$ cat src/rtl/eec_pkg.sv
`timescale 1ns/1ps
package eec_pkg;
  localparam int WORD_W_DEF = 32;
  localparam int CNT_W_DEF  = 32;
  localparam int DBG_W_DEF  = 8;
  localparam int SYNC_DEF   = 2;

  typedef enum logic {
    HARV_FILL  = 1'b0,
    HARV_OFFER = 1'b1
  } harv_state_e;
endpackage

$ cat src/rtl/eec_noise_sync.sv
`timescale 1ns/1ps
module eec_noise_sync #(
  parameter int STAGES = 2
) (
  input  logic clk,
  input  logic rst_n,
  input  logic noise_in,
  output logic rise_pulse
);
  logic [STAGES-1:0] chain_q;
  logic              last_q;

  genvar g;
  generate
    for (g = 0; g < STAGES; g++) begin : g_stage
      if (g == 0) begin : g_first
        always_ff @(posedge clk or negedge rst_n) begin
          if (!rst_n) chain_q[0] <= 1'b0;
          else        chain_q[0] <= noise_in;
        end
      end else begin : g_next
        always_ff @(posedge clk or negedge rst_n) begin
          if (!rst_n) chain_q[g] <= 1'b0;
          else        chain_q[g] <= chain_q[g-1];
        end
      end
    end
  endgenerate

  always_ff @(posedge clk or negedge rst_n) begin
    if (!rst_n) last_q <= 1'b0;
    else        last_q <= chain_q[STAGES-1];
  end

  assign rise_pulse = chain_q[STAGES-1] & ~last_q;
endmodule

$ cat src/rtl/eec_free_counter.sv
`timescale 1ns/1ps
module eec_free_counter #(
  parameter int CNT_W = 32
) (
  input  logic             clk,
  input  logic             rst_n,
  output logic [CNT_W-1:0] count
);
  always_ff @(posedge clk or negedge rst_n) begin
    if (!rst_n) count <= '0;
    else        count <= count + 1'b1;
  end
endmodule

$ cat src/rtl/eec_interval.sv
`timescale 1ns/1ps
module eec_interval #(
  parameter int CNT_W = 32
) (
  input  logic             clk,
  input  logic             rst_n,
  input  logic             rise,
  input  logic [CNT_W-1:0] count,
  output logic [CNT_W-1:0] delta
);
  logic [CNT_W-1:0] stamp_q;

  always_ff @(posedge clk or negedge rst_n) begin
    if (!rst_n) begin
      stamp_q <= '0;
      delta   <= '0;
    end else if (rise) begin
      stamp_q <= count;
      delta   <= count - stamp_q;
    end
  end
endmodule

$ cat src/rtl/eec_bit_harvester.sv
`timescale 1ns/1ps
module eec_bit_harvester
  import eec_pkg::*;
#(
  parameter int WORD_W = 32
) (
  input  logic              clk,
  input  logic              rst_n,
  input  logic              enable,
  input  logic              rise,
  input  logic              bit_in,
  input  logic              ready,
  output logic [WORD_W-1:0] data,
  output logic              valid
);
  localparam int BC_W = (WORD_W > 1) ? $clog2(WORD_W) : 1;
  localparam logic [BC_W-1:0] LAST_BIT = BC_W'(WORD_W - 1);

  harv_state_e     state_q;
  logic [BC_W-1:0] bits_q;

  always_ff @(posedge clk or negedge rst_n) begin
    if (!rst_n) begin
      state_q <= HARV_FILL;
      bits_q  <= '0;
      data    <= '0;
    end else if (!enable) begin
      state_q <= HARV_FILL;
      bits_q  <= '0;
    end else begin
      case (state_q)
        HARV_OFFER: begin
          if (ready) state_q <= HARV_FILL;
        end
        default: begin
          if (rise) begin
            data <= {data[WORD_W-2:0], bit_in};
            if (bits_q == LAST_BIT) begin
              bits_q  <= '0;
              state_q <= HARV_OFFER;
            end else begin
              bits_q <= bits_q + 1'b1;
            end
          end
        end
      endcase
    end
  end

  assign valid = (state_q == HARV_OFFER);
endmodule

$ cat src/rtl/entropy_edge_collector.sv
`timescale 1ns/1ps
module entropy_edge_collector #(
  parameter int WORD_W = eec_pkg::WORD_W_DEF,
  parameter int CNT_W  = eec_pkg::CNT_W_DEF,
  parameter int DBG_W  = eec_pkg::DBG_W_DEF,
  parameter int SYNC_N = eec_pkg::SYNC_DEF
) (
  input  logic              clk,
  input  logic              rst_n,
  input  logic              noise_in,
  input  logic              collect_en,
  output logic              coll_enabled,
  output logic [WORD_W-1:0] word_data,
  output logic              word_valid,
  input  logic              word_ready,
  output logic [CNT_W-1:0]  delta_cycles,
  input  logic              dbg_capture,
  output logic [DBG_W-1:0]  dbg_snap
);
  logic             rise;
  logic [CNT_W-1:0] cycle_cnt;

  eec_noise_sync #(.STAGES(SYNC_N)) i_sync (
    .clk(clk), .rst_n(rst_n), .noise_in(noise_in), .rise_pulse(rise)
  );

  eec_free_counter #(.CNT_W(CNT_W)) i_cnt (
    .clk(clk), .rst_n(rst_n), .count(cycle_cnt)
  );

  eec_interval #(.CNT_W(CNT_W)) i_ival (
    .clk(clk), .rst_n(rst_n), .rise(rise), .count(cycle_cnt),
    .delta(delta_cycles)
  );

  eec_bit_harvester #(.WORD_W(WORD_W)) i_harv (
    .clk(clk), .rst_n(rst_n), .enable(collect_en), .rise(rise),
    .bit_in(cycle_cnt[0]), .ready(word_ready),
    .data(word_data), .valid(word_valid)
  );

  always_ff @(posedge clk or negedge rst_n) begin
    if (!rst_n) begin
      coll_enabled <= 1'b0;
      dbg_snap     <= '0;
    end else begin
      coll_enabled <= collect_en;
      if (dbg_capture) dbg_snap <= word_data[DBG_W-1:0];
    end
  end
endmodule

$ cat config.mk
export PLATFORM = sky130hd
export DESIGN_NAME = entropy_edge_collector
export DESIGN_NICKNAME = d
export VERILOG_FILES = /design/src/rtl/eec_pkg.sv /design/src/rtl/eec_noise_sync.sv /design/src/rtl/eec_free_counter.sv /design/src/rtl/eec_interval.sv /design/src/rtl/eec_bit_harvester.sv /design/src/rtl/entropy_edge_collector.sv
export SDC_FILE = /design/constraint.sdc
export NUM_CORES = 1
export LEC_CHECK = 0
export BUFFER_PORTS_ARGS = -buffer_cell sky130_fd_sc_hd__buf_2
export CORE_MARGIN = 2
export CORE_UTILIZATION = 49
export CTS_BUF_LIST = sky130_fd_sc_hd__clkbuf_4 sky130_fd_sc_hd__clkbuf_8
export DETAILED_ROUTE_END_ITERATION = 10
export PLACE_DENSITY = 0.7
export REMOVE_ABC_BUFFERS = 1
export SETUP_SLACK_MARGIN = 0.02
export SLEW_MARGIN = 20
export SYNTH_ARGS = -nofsm -noshare
export SYNTH_HDL_FRONTEND = slang
export SYNTH_SLANG_ARGS = --single-unit
$ cat constraint.sdc
create_clock -name clk -period 2.6 [get_ports clk]
set_clock_uncertainty 0.15 [all_clocks]
set_input_delay 0.13 -clock clk [delete_from_list [all_inputs] [get_ports clk]]
set_output_delay 0.13 -clock clk [all_outputs]
set_load 0.01 [all_outputs]
==> results.json <==
{
  "run_status": "finished, violations left",
  "violations": "negative setup slack",
  "synth_cells": 715,
  "clockBufferDepth": 2,
  "htree_num_levels": 4,
  "leakage_nw": 4.54,
  "crit_arrival_ns": 2.83,
  "placed_cells": 1009,
  "swShare_pct": 29.1,
  "die_h_um": 126,
  "grt_max_degree": 69,
  "ant_nets": 0,
  "synth_area_um2": 7280,
  "grt_use_total_pct": 20.8,
  "fin_cells": 1055,
  "nets": 899,
  "synthFlopType": "dfrtp_1",
  "drt_iter0_drc": 392,
  "drc": 0,
  "total_power_mw": 5.15,
  "synth_adder_area_share_pct": 6.12,
  "clk_pin_slew_ns": 0.09,
  "ir_drop_mv": 0.349,
  "worstSkewPairLatency_ns": 0.46,
  "fin_crit_ns": 2.66,
  "cts_sinks": 146,
  "clkPwrFrac_pct": 32.3,
  "final_max_slew_viol_count": 0,
  "antenna_found_initial": 0,
  "drtPass1Iterations": 5,
  "dp_hpwl_mm": 11.2,
  "power.internal_mw": 3.65,
  "io_buffers": 79,
  "hold_path_class": "input port to asynchronous set/reset pin",
  "synthTopCellsByArea": "dfrtp_1, ha_1, nand2_1",
  "pwr-share-comb_pct": 16.8,
  "yosys.area.top_type": "dfrtp_1",
  "synth_compound_area_share_pct": 13.7,
  "cts_root_buf": "clkbuf_8",
  "relSlewSlack_pct": 56.9,
  "die_x_um": 126,
  "setup_violations": 2,
  "max_freq_ghz": 0.376,
  "place_congestion": 0.929,
  "crit_required_ns": 2.77,
  "drive_above_1_share_pct": 29.3,
  "yosys.area_share.simple_pct": 13.5,
  "synth.mux.area_fraction_pct": 6.33,
  "switchingPower_mw": 1.50,
  "preCtsSetupSlack_ns": -0.142,
  "hold_viol_final": 0,
  "synth_edf_count": 0,
  "syn_avg_cell_area_um2": 10.2,
  "diodes": 0,
  "end_kind": "register",
  "maxCapViolCount": 0,
  "grt_pass1_wl_mm": 27.0,
  "async_flop_share_pct": 100,
  "yosysUniqueCellTypes": 58,
  "seq_power_share_pct": 50.9,
  "initial_core_util_pct": 50.1,
  "numCtsBuffers": 17,
  "cp-start-kind": "register",
  "finalCritPeriodShare_pct": 102,
  "synth_top_family_by_area": "compound AO/OA/AOI/OAI gates",
  "setup_ws_ns": -0.0614,
  "synth_sequential_area_ratio_pct": 50.2,
  "final.setup.tns_ns": -0.0952,
  "syn2layout_area_growth_pct": 24.3,
  "routed_wl_mm": 16.2,
  "grt_pass1_vias": 5599,
  "die_area_um2": 15800,
  "post_drt_via_cell_ratio": 5.40,
  "yosysMostFrequentCell": "dfrtp_1",
  "tightest_slew_ns": 0.646,
  "crit_type": "register to register",
  "rsz0062_at_grt": "yes",
  "ios": 80,
  "overflow": 0,
  "tritoncts": "built",
  "place_area_um2": 8260,
  "worst-path-max-fanout": 3,
  "synth_seq_cells": 146,
  "synth_common_cells": "dfrtp_1, nand2_1, o21ai_0, inv_1, xnor2_1",
  "rows": 44,
  "power_density_nw_per_um2": 569,
  "core_area_um2": 14500,
  "synthXorXnorAreaFrac_pct": 6.62,
  "yosysTopAreaCellShare_pct": 50.2,
  "routedWlPerCell_um": 15.3,
  "final_cell_area_um2": 9050,
  "yosys_warnings": 0,
  "route.vias.total": 5699
}
## critical path, stage by stage, from the launching register on
cell      delay (ns)
dfrtp_1         0.42
ha_4            0.19
fa_2            0.40
nor2b_2         0.15
o31a_1          0.20
o21ai_4         0.09
o21ai_2         0.18
a311o_1         0.28
a21oi_2         0.10
a221oi_2        0.24
o31ai_1         0.11
## final timing paths
| kind | from | endpoint | slack [ns] | depth (start not counted) |
|---|---|---|---|---|
| max | i_ival.stamp_q[0] | i_ival.delta[28] | -0.06 | 10 |
| min | rst_n | i_harv.data[29] | 0.08 | 2 |
| max reg2reg | i_ival.stamp_q[0] | i_ival.delta[28] | -0.06 | 10 |
| min reg2reg | i_sync.chain_q[0] | i_sync.chain_q[1] | 0.20 | 0 |
| max in group asynchronous | rst_n | i_ival.stamp_q[24] | 1.38 | 3 |
| min in group clk | noise_in | i_sync.chain_q[0] | 0.17 | 2 |
## state kept, by name, summed over array words and instances, names as in the netlist
signal / count
i_ival.stamp_q: 32
i_cnt.count: 32
i_harv.data: 32
i_harv.valid: 1
i_harv.bits_q: 5
i_sync.last_q: 1
coll_enabled: 1
i_sync.chain_q: 2
dbg_snap: 8
i_ival.delta: 32
## kinds of logic after synthesis
kind of cell | after synthesis
mux | 41
compound gates | 163
xor+xnor | 55
buf+inv | 66
simple gates | 209
flops | 146
fa+ha+maj | 35
## layer usage
| layer | vias up | wire, um | global-route usage (%) |
|---|---|---|---|
| li1 | 2758 | - | - |
| met1 | 2785 | 7560 | 28.4 |
| met2 | 140 | 7750 | 33.5 |
| met3 | 16 | 675 | 4.46 |
| met4 | 0 | 191 | 6.27 |
| met5 | - | 0 | 0 |
## cells in the final DEF (no fill, tap or decap), types with 6 or more instances in the layout
| master | Yosys | routed |
|---|---|---|
| a21o_1 | 14 | 14 |
| o21ai_0 | 53 | 52 |
| nand4_1 | 12 | 12 |
| a21oi_1 | 33 | 24 |
| nor2b_1 | 9 | 6 |
| and3_1 | 8 | 8 |
| o21ai_1 | 21 | 20 |
| mux2_2 | 21 | 21 |
| nor2_1 | 20 | 18 |
| and2_1 | 6 | 6 |
| inv_1 | 37 | 35 |
| buf_4 | 0 | 68 |
| nand2_1 | 106 | 106 |
| mux2_1 | 19 | 19 |
| xor2_1 | 18 | 18 |
| clkbuf_8 | 0 | 17 |
| dfrtp_1 | 146 | 145 |
| xnor2_1 | 37 | 36 |
| ha_4 | 0 | 11 |
| a21oi_2 | 1 | 9 |
| buf_2 | 1 | 78 |
| o21a_1 | 6 | 6 |
| ha_1 | 34 | 20 |
| nand3_1 | 22 | 22 |
## stage by stage
stage / hold slack [ns] / util, %
floorplan: -0.316 / -
global placement: -0.0286 / 56.9
detailed placement: -0.0192 / 56.9
CTS: 0.0601 / 60.4
global route: 0.111 / 62.2
finish: 0.0770 / 62.2
## power by group through the flow
stage / Combinational [mW] / Clock, mW / Sequential [mW]
final: 0.865 / 1.66 / 2.62
after global routing: 0.954 / 1.82 / 2.66
after CTS: 0.845 / 1.71 / 2.62
after detailed placement: 0.826 / 0 / 2.67
after global placement: 0.812 / 0 / 2.66
after floorplan: 0.342 / 0 / 2.75
## final cells by class
class	count	area, um2
Clock buffer	17	234
Clock inverter	15	134
Fill cell	1163	5490
Inverter	37	139
Multi-Input combinational cell	503	3670
Sequential cell	146	3650
Tap cell	184	230
Timing Repair Buffer	153	982
## what timing repair did
item	CTS	global route
setup endpoints to repair	11	16
hold endpoints to repair	130	0
gates resized for setup	16	38
hold buffers	5	0
pin swaps	8	30
buffers inserted	1	9
No activity file was read; power rests on OpenSTA's default activity.
